File: src/rtl/fir_pkg.sv
package fir_pkg;

  // width of one magnitude digit handled by a single odd-multiple select
  localparam int unsigned DIG_W = 4;

  // position of the lowest set bit of a nonzero digit
  function automatic int unsigned dig_shift(input logic [DIG_W-1:0] d);
    int unsigned r;
    r = 0;
    for (int i = DIG_W - 1; i >= 0; i--) begin
      if (d[i]) r = i;
    end
    return r;
  endfunction

  // index into the odd-multiple table: (odd part - 1) / 2
  function automatic int unsigned dig_odd_idx(input logic [DIG_W-1:0] d);
    int unsigned v;
    v = int'(d) >> dig_shift(d);
    return v >> 1;
  endfunction

endpackage

File: src/rtl/fir_odd_bank.sv
module fir_odd_bank #(
  parameter int DATA_W  = 8,
  parameter int NUM_ODD = 8,
  parameter int ODD_W   = 12
) (
  input  logic [DATA_W-1:0]              x,
  output logic [NUM_ODD-1:0][ODD_W-1:0]  odd
);

  logic [ODD_W-1:0] x_ext;
  logic [ODD_W-1:0] x_dbl;
  logic [ODD_W-1:0] run;

  assign x_ext = {{(ODD_W - DATA_W){x[DATA_W-1]}}, x};
  assign x_dbl = x_ext << 1;

  // odd[j] = (2j+1)*x, each one adder above the previous
  always_comb begin
    run = x_ext;
    for (int j = 0; j < NUM_ODD; j++) begin
      odd[j] = run;
      run    = run + x_dbl;
    end
  end

endmodule

File: src/rtl/fir_tap_mult.sv
module fir_tap_mult
  import fir_pkg::*;
#(
  parameter int MAG_W   = 8,
  parameter int NUM_ODD = 8,
  parameter int ODD_W   = 12,
  parameter int PROD_W  = 17
) (
  input  logic [NUM_ODD-1:0][ODD_W-1:0] odd,
  input  logic [MAG_W-1:0]              mag,
  output logic signed [PROD_W-1:0]      prod
);

  localparam int NDIG  = MAG_W / DIG_W;
  localparam int IDX_W = (NUM_ODD > 1) ? $clog2(NUM_ODD) : 1;

  logic [DIG_W-1:0] dig;
  logic [IDX_W-1:0] sel_idx;
  logic [ODD_W-1:0] sel;
  int unsigned      sh;

  always_comb begin
    prod    = '0;
    dig     = '0;
    sel_idx = '0;
    sel     = '0;
    sh      = 0;
    for (int d = 0; d < NDIG; d++) begin
      dig     = mag[d*DIG_W +: DIG_W];
      sh      = dig_shift(dig);
      sel_idx = IDX_W'(dig_odd_idx(dig));
      sel     = odd[sel_idx];
      if (dig != '0)
        prod = prod + ({{(PROD_W - ODD_W){sel[ODD_W-1]}}, sel} << (sh + d * DIG_W));
    end
  end

endmodule

File: src/rtl/fir_tap_stage.sv
module fir_tap_stage #(
  parameter int PROD_W = 17,
  parameter int ACC_W  = 20
) (
  input  logic                     clk,
  input  logic                     rst,
  input  logic                     en,
  input  logic                     neg,
  input  logic signed [PROD_W-1:0] prod,
  input  logic signed [ACC_W-1:0]  chain_in,
  output logic signed [ACC_W-1:0]  acc_q
);

  logic signed [ACC_W-1:0] prod_ext;
  logic signed [ACC_W-1:0] contrib;
  logic signed [ACC_W-1:0] acc_nxt;
  logic        [ACC_W:0]   sum_wide;

  assign prod_ext = {{(ACC_W - PROD_W){prod[PROD_W-1]}}, prod};
  assign contrib  = neg ? -prod_ext : prod_ext;
  assign acc_nxt  = chain_in + contrib;
  assign sum_wide = {contrib[ACC_W-1], contrib} + {chain_in[ACC_W-1], chain_in};

  always_ff @(posedge clk) begin
    if (rst)     acc_q <= '0;
    else if (en) acc_q <= acc_nxt;
  end


  no_overflow_chk: assert property (@(posedge clk) disable iff (rst)
    en |-> (sum_wide[ACC_W] == sum_wide[ACC_W-1]));


  stage_hold_chk: assert property (@(posedge clk) disable iff (rst)
    !en |=> $stable(acc_q));

endmodule

File: src/rtl/prog_fir_tf.sv
module prog_fir_tf
  import fir_pkg::*;
#(
  parameter int N_TAPS = 8,
  parameter int DATA_W = 8,
  parameter int MAG_W  = 8
) (
  input  logic                                         clk,
  input  logic                                         rst,
  input  logic                                         in_valid,
  input  logic [DATA_W-1:0]                            in_sample,
  input  logic                                         coef_we,
  input  logic [((N_TAPS > 1) ? $clog2(N_TAPS) : 1)-1:0] coef_idx,
  input  logic                                         coef_neg,
  input  logic [MAG_W-1:0]                             coef_mag,
  output logic                                         out_valid,
  output logic [DATA_W+MAG_W+$clog2(N_TAPS)+1-1:0]     out_sample
);

  localparam int IDX_W   = (N_TAPS > 1) ? $clog2(N_TAPS) : 1;
  localparam int ACC_W   = DATA_W + MAG_W + $clog2(N_TAPS) + 1;
  localparam int NUM_ODD = 1 << (DIG_W - 1);
  localparam int ODD_W   = DATA_W + DIG_W;
  localparam int PROD_W  = DATA_W + MAG_W + 1;

  logic [N_TAPS-1:0][MAG_W-1:0]  mag_q;
  logic [N_TAPS-1:0]             neg_q;
  logic [NUM_ODD-1:0][ODD_W-1:0] odd_mul;
  logic [N_TAPS-1:0][PROD_W-1:0] prod;
  logic [N_TAPS:0][ACC_W-1:0]    acc;
  logic                          idx_ok;

  assign idx_ok = (32'(coef_idx) < N_TAPS);

  // coefficient store: sign-magnitude per tap
  always_ff @(posedge clk) begin
    if (rst) begin
      mag_q <= '0;
      neg_q <= '0;
    end else if (coef_we && idx_ok) begin
      mag_q[coef_idx] <= coef_mag;
      neg_q[coef_idx] <= coef_neg;
    end
  end

  fir_odd_bank #(
    .DATA_W (DATA_W),
    .NUM_ODD(NUM_ODD),
    .ODD_W  (ODD_W)
  ) u_odd_bank (
    .x  (in_sample),
    .odd(odd_mul)
  );

  assign acc[N_TAPS] = '0;

  for (genvar k = 0; k < N_TAPS; k++) begin : gen_tap
    fir_tap_mult #(
      .MAG_W  (MAG_W),
      .NUM_ODD(NUM_ODD),
      .ODD_W  (ODD_W),
      .PROD_W (PROD_W)
    ) u_mult (
      .odd (odd_mul),
      .mag (mag_q[k]),
      .prod(prod[k])
    );

    fir_tap_stage #(
      .PROD_W(PROD_W),
      .ACC_W (ACC_W)
    ) u_stage (
      .clk     (clk),
      .rst     (rst),
      .en      (in_valid),
      .neg     (neg_q[k]),
      .prod    (prod[k]),
      .chain_in(acc[k+1]),
      .acc_q   (acc[k])
    );


    prod_chk: assert property (@(posedge clk) disable iff (rst)
      $signed(prod[k]) == $signed({1'b0, mag_q[k]}) * $signed(in_sample));
  end

  always_ff @(posedge clk) begin
    if (rst) out_valid <= 1'b0;
    else     out_valid <= in_valid;
  end

  assign out_sample = acc[0];


  reset_clear_chk: assert property (@(posedge clk)
    rst |=> (out_sample == '0 && !out_valid && mag_q == '0));


  valid_rise_chk: assert property (@(posedge clk) disable iff (rst)
    in_valid |=> out_valid);


  valid_low_chk: assert property (@(posedge clk) disable iff (rst)
    !in_valid |=> !out_valid);


  out_hold_chk: assert property (@(posedge clk) disable iff (rst)
    !in_valid |=> $stable(out_sample));


  coef_store_chk: assert property (@(posedge clk) disable iff (rst)
    (coef_we && idx_ok) |=> (mag_q[$past(coef_idx)] == $past(coef_mag)
                             && neg_q[$past(coef_idx)] == $past(coef_neg)));

endmodule

File: config.mk
export PLATFORM = sky130hd
export DESIGN_NAME = prog_fir_tf
export DESIGN_NICKNAME = d
export VERILOG_FILES = /design/src/rtl/fir_pkg.sv /design/src/rtl/fir_odd_bank.sv /design/src/rtl/fir_tap_mult.sv /design/src/rtl/fir_tap_stage.sv /design/src/rtl/prog_fir_tf.sv
export SDC_FILE = /design/constraint.sdc
export NUM_CORES = 2
export LEC_CHECK = 0
export ABC_AREA = 1
export BUFFER_PORTS_ARGS = -buffer_cell sky130_fd_sc_hd__buf_2
export CAP_MARGIN = 10
export CORE_MARGIN = 10
export CORE_UTILIZATION = 45
export CTS_BUF_LIST = sky130_fd_sc_hd__clkbuf_8 sky130_fd_sc_hd__clkbuf_16
export CTS_CLUSTER_DIAMETER = 40
export DETAILED_ROUTE_END_ITERATION = 10
export SYNTH_ARGS = -nofsm -noshare
export SYNTH_HDL_FRONTEND = slang
export SYNTH_HIERARCHICAL = 1
export SYNTH_SLANG_ARGS = --single-unit
export TNS_END_PERCENT = 5
File: constraint.sdc
create_clock -name clk -period 28.6 [get_ports clk]
set_input_delay 7.15 -clock clk [delete_from_list [all_inputs] [get_ports clk]]
set_output_delay 7.15 -clock clk [all_outputs]
set_load 0.05 [all_outputs]
# Yosys cells after proc, flatten, opt, wreduce, memory -nomap -nowiden
# Index checks and enable logic that the tools add are counted.
[totals]
ff_bits = 233
latch_bits = 0
mem_bits_rw = 0
romBits = 0
in_bits = 24
out_inout_bits = 21
wordCells = 249
memories = 0
[classes]
addsub = 38
n_mul = 0
div = 0
n_lt_le_gt_ge = 18
n_eq_ne = 0
shifts = 32
n_mux = 126
bitwise = 0
reduce_logical = 17
[op_table]
columns = ["operator", "n"]
rows = [
  ["$mux 32", 24],
  ["$bmux 12 s3", 16],
  ["$shl 17x32->17", 15],
  ["$mux 17", 16],
  ["$shr 4x32->4", 8],
  ["$mux 12", 16],
  ["$mux 20", 8],
  ["$neg 17->20", 8],
  ["$add 20x20->20", 7],
  ["$add 17x17->17", 8],
  ["$mux 2", 40],
  ["$lt 3x4->1 const B", 17],
  ["$bwmux 64", 1],
  ["$reduce_bool 4->1", 16],
  ["$add 12x12->12", 4],
  ["$add 32x3->32 const B", 1],
  ["$shr 4x2->4", 8],
  ["$add 2x3->4 const B", 7],
  ["$demux 8 s3", 1],
  ["$shl 17x2->17", 1],
  ["$add 11x9->12", 1],
  ["$add 10x9->11", 1],
  ["$add 8x9->10", 1],
  ["$bwmux 8", 1],
  ["5 further kinds", 5],
]

# Depth between registers and ports, before layout
[logic_depth]
word_depth = 16
ltp_mapped = 79
ltp_nobuf = 79

# Hierarchy
# Netlist, hierarchy kept.
[modules_own_cells]
columns = ["mod", "instances", "cells_per_inst", "area_per_inst_um2", "seq_area_each_um2"]
rows = [
  ["fir_tap_mult (gen_tap[2].u_mult ...)", 5, 649, 3254.4, 0.0],
  ["fir_tap_stage (gen_tap[0].u_stage ...)", 6, 382, 2307.2, 400.4],
  ["fir_tap_mult (gen_tap[7].u_mult)", 1, 633, 3278.1, 0.0],
  ["fir_tap_mult (gen_tap[1].u_mult)", 1, 650, 3256.9, 0.0],
  ["fir_tap_mult (gen_tap[0].u_mult)", 1, 630, 3186.8, 0.0],
  ["prog_fir_tf", 1, 414, 2902.8, 1461.4],
  ["fir_odd_bank", 1, 431, 2881.5, 0.0],
  ["fir_tap_stage (gen_tap[7].u_stage)", 1, 379, 2289.7, 400.4],
  ["fir_tap_stage (gen_tap[6].u_stage)", 1, 380, 2283.4, 400.4],
]

# Least setup slack after synthesis
# No wires, ideal clock.
[synth_path]
path_kind = "input to register"
startpoint = "input in_sample[0]"
endpoint = "register gen_tap[6].u_stage.acc_q[19]"
setup_ns = 0.109
t_arrival_ns = 19.382
required_time_ns = 28.491
path_slack_ns = 9.109
cell_stages = 66
path_buffers = 0
path_cell_list = "ha_1 -> fa_1 -> xor2_1 -> ha_1 -> xnor2_1 -> ha_1 -> a21oi_1 -> nand2_1 -> xor2_1 -> ha_1 -> nand2_1 -> nand2_1 -> a31oi_1 -> xor2_1 -> ha_1 -> a21oi_1 -> o21ai_0 -> a21oi_1 -> [30 not listed] -> inv_1 -> nor2_1 -> nand4_1 -> nand2_1 -> nand2_2 -> xor2_1 -> ha_1 -> nand2_1 -> nor2_1 -> nand2_1 -> inv_1 -> nand4_1 -> nand3_1 -> inv_1 -> nand2_1 -> nand3_1 -> nand2_1 -> inv_1"
[synth_lines]
columns = ["element", "line", "rtl"]
rows = [
  ["start, declared", "prog_fir_tf.sv:11", "input logic [DATA_W-1:0] in_sample,"],
  ["end signal, assigned", "fir_tap_stage.sv:26", "else if (en) acc_q <= acc_nxt;"],
  ["end, declared", "fir_tap_stage.sv:11", "output logic signed [ACC_W-1:0] acc_q"],
]

==> metrics.md <==
| Metric | Value |
|---|---|
| Count of different cell masters after synthesis | just over 60 |
| Setup bufs post-CTS | 0 |
| WS Path Type | in -> reg |
| FF-to-FF path depth | 37 |
| Avg Inst Size Synth | 5.54 sq um |
| RSZ-0062 raised after global routing | no |
| Final setup margin | 6750 ps |
| CTS H-Tree Depth | 2 |
| Post-Syn Area | 50,200 sq um |
| Critical Path Start Type | primary input |
| DRT Wirelength | around 200,000 um |
| Post-layout util | 0.476 |
| Sequential element share of the synthesized area | 0.0929 |
| Clock Pin Slew Worst Setup and Hold Paths | 60 ps |
| Worst min-delay path class | reg -> reg |
| Reg-to-reg slack, setup | 21,720 ps |
| R2R Path Start | mag_q[55]$_SDFFE_PP0P_ |
| Nets | slightly above 9,000 |
| Number of synthesized register bits | around 230 |
| CTS sink count | 233 |
| Most common cell after layout, fill and taps aside | nand2_1 |
| I/O Buffers | 44 |
| EDFF count, synth | 0 |
| Router iterations before antenna repair | 9 |
| Most used cell, CP | nand2_1 |
| Initial antenna violation count | 3 |
| Part of the cycle the worst path needs | 0.764 |
| Final Instance Area | approximately 53,000 sq um |
| Clock Skew | 47.3 ps |
| Number of global-route vias before repair | 53,500 |
| Post-DRT Antenna Nets | 0 |
| WL/cell | 19.3 um |
| CP endpoint | gen_tap[5].u_stage/acc_q[18]$_SDFFE_PP0P_ |
| Hold buffers post-CTS | 0 |
| Final estimated routing congestion in global placement | between 0.9 and 1 |
| Area post-placement | a little over 50,000 sq um |
| Worst Setup End Kind | register |
| Main synth FF type | dfxtp_1 |
| Setup crit start | in_sample[1] |
| Yosys warnings | 6 |
| IO Pins | 45 |
| Area growth from synthesis to layout | 5.04% |
| Max_cap viols | 0 |
| Max incr delay on CP | 790 ps |
| Core area | 111,000 sq um |
| Fraction of layout cells with a size suffix above 1 | 0.0793 |
| Pin count of the biggest net entering global routing | 82 |
| Die Span Y | 354 um |
| Final Critical Period | 21,850 ps |
| Commonest cells after routing, fill and taps aside | 2,669 x nand2_1, 1,588 x nand3_1, 866 x nor2_1 |
| Worst-Skew Late Latency | 700 ps |
| Vias | 60,100 |
| Initial detailed-routing violation count | 6,552 |
| Vias/cell | 5.78 |
| CTS tree | yes |
| Max Freq | ~46 MHz |
| Final slew viol count | 0 |
| Final setup viols | 0 |
| CTS max path bufs | 3 |
| Async set-or-reset flop fraction in the synthesized netlist | 0 |
| Die area | 125,000 sq um |
| Number of remaining DRC errors | 0 |
| Status | complete, no violations |
| Starting Density | 0.454 |
| CP Max Fanout | 27 |
| # resized after CTS | 0 |
| Pre-CTS setup slack | 6680 ps |
| Least-Margin Pin Slew | 1310 ps |
| # rows | between 100 and 150 |
| GRT Overall Usage | 0.302 |
| Clk root buf | clkbuf_16 |
| CTS buffer count | 56 |
| Max_slew headroom | 0.125 |
| R2r endpoint | gen_tap[6].u_stage/acc_q[19]$_SDFFE_PP0P_ |
| Global-route wire length before repair | 307,000 um |
| Final hold vios | 0 |
| Critical path's slowest cell | xor2_2 |
| DIE WIDTH | roughly 350 um |
| Final HPWL DP | ~140,000 um |
| Synth Instances | between 9,000 and 10,000 |
| Worst Path Required | roughly 30,000 ps |
| Final TNS setup | 0 ps |
| Remaining global-route overflow | 0 |
| CP arrival | about 22,000 ps |
==> per-stage QoR <==
| step | hold WS [ps] | cells |
|---|---|---|
| global placement | 476 | 10300 |
| global route | 517 | 10400 |
| floorplan | 467 | 9076 |
| CTS | 503 | 10400 |
| finish | 497 | 10400 |
| detailed placement | 492 | 10300 |
==> layer usage <==
metal / share of wire / up-vias / track usage / wire [um]
met4: 0.067 / 0 / 0.170 / 13400
met3: 0.093 / 686 / 0.0549 / 18600
met1: 0.40 / 27100 / 0.376 / 80000
li1: - / 29600 / - / -
met2: 0.44 / 2722 / 0.488 / 88300
met5: 0 / - / 0 / 0
==> worst max-delay path, delay by kind of cell <==
kind            cells  cell delay (ps)
simple gates       29             3170
compound gates     11             1640
xor+xnor            9             2350
fa+ha+maj          10             4190
buf+inv            12             3840
==> layout make-up <==
type                            instances  area [sq um]
Multi-Input combinational cell       7499         39800
Tap cell                             1488          1860
Clock inverter                         44           478
Sequential cell                       233          4660
Fill cell                           12000         57900
Antenna cell                            5          12.5
Clock buffer                           60          1460
Timing Repair Buffer                  120           818
Inverter                              952          3600
==> Yosys cell counts (9+ instances only) <==
master	n	share of area
a21o_1	27	0.0040
a21oi_1	295	0.029
a21oi_2	18	0.0031
a31oi_1	77	0.0096
and2_1	14	0.0017
buf_1	26	0.0019
buf_2	139	0.014
buf_4	77	0.012
buf_6	60	0.013
clkbuf_1	88	0.0066
clkinv_1	9	0.00067
dfxtp_1	233	0.093
fa_1	23	0.0092
ha_1	323	0.081
inv_1	858	0.064
inv_2	76	0.0057
inv_4	9	0.0011
nand2_1	2669	0.20
nand2_2	137	0.017
nand2_4	16	0.0036
nand3_1	1588	0.16
nand3_2	39	0.0078
nand3b_1	26	0.0039
nand4_1	35	0.0044
nor2_1	866	0.065
nor2_2	52	0.0065
nor2_4	11	0.0025
nor3_1	29	0.0029
nor3_2	9	0.0018
nor4_1	9	0.0011
o211ai_1	290	0.043
o211ai_2	30	0.0075
o21a_1	44	0.0066
o21ai_0	307	0.031
o21ai_1	115	0.011
o21ai_2	9	0.0016
o21bai_1	51	0.0076
or2_2	14	0.0017
xnor2_1	84	0.015
xor2_1	195	0.034
==> logic make-up after synthesis <==
| logic type | count (synthesis) | share of synthesized area |
|---|---|---|
| flip-flops | 233 | 0.0929 |
| AO/OA/AOI/OAI | 1312 | 0.166 |
| XOR/XNOR | 279 | 0.0487 |
| AND/OR/NAND/NOR | 5538 | 0.483 |
| buffers and inverters | 1344 | 0.120 |
| adder cells (fa/ha/maj) | 346 | 0.0897 |
| multiplexers | 1 | 0.000199 |
| other | 1 | 0.0000747 |
==> state kept, by name (all words and copies together) (netlist names) <==
name                   count
gen_tap.u_stage/acc_q    160
neg_q                      8
out_valid                  1
mag_q                     64
==> how the worst min path moves through the flow <==
| stage | start | to | slack [ps] | depth (start not counted) |
|---|---|---|---|---|
| 2_1_floorplan | gen_tap[1].u_stage/acc_q[0]$_SDFFE_PP0P_ | gen_tap[1].u_stage/acc_q[0]$_SDFFE_PP0P_ | 470 | 2 |
| 3_3_place_gp | gen_tap[0].u_stage/acc_q[0]$_SDFFE_PP0P_ | gen_tap[0].u_stage/acc_q[0]$_SDFFE_PP0P_ | 480 | 2 |
| 3_5_place_dp | gen_tap[0].u_stage/acc_q[1]$_SDFFE_PP0P_ | gen_tap[0].u_stage/acc_q[1]$_SDFFE_PP0P_ | 490 | 2 |
| 4_1_cts | mag_q[50]$_SDFFE_PP0P_ | mag_q[50]$_SDFFE_PP0P_ | 500 | 2 |
| 5_1_grt | mag_q[50]$_SDFFE_PP0P_ | mag_q[50]$_SDFFE_PP0P_ | 520 | 2 |
| 6_report | gen_tap[0].u_stage/acc_q[1]$_SDFFE_PP0P_ | gen_tap[0].u_stage/acc_q[1]$_SDFFE_PP0P_ | 500 | 2 |
Power is left out: the tool's default activity adds up to more than one toggle a clock period on the data nets, which glitch-free logic cannot reach.
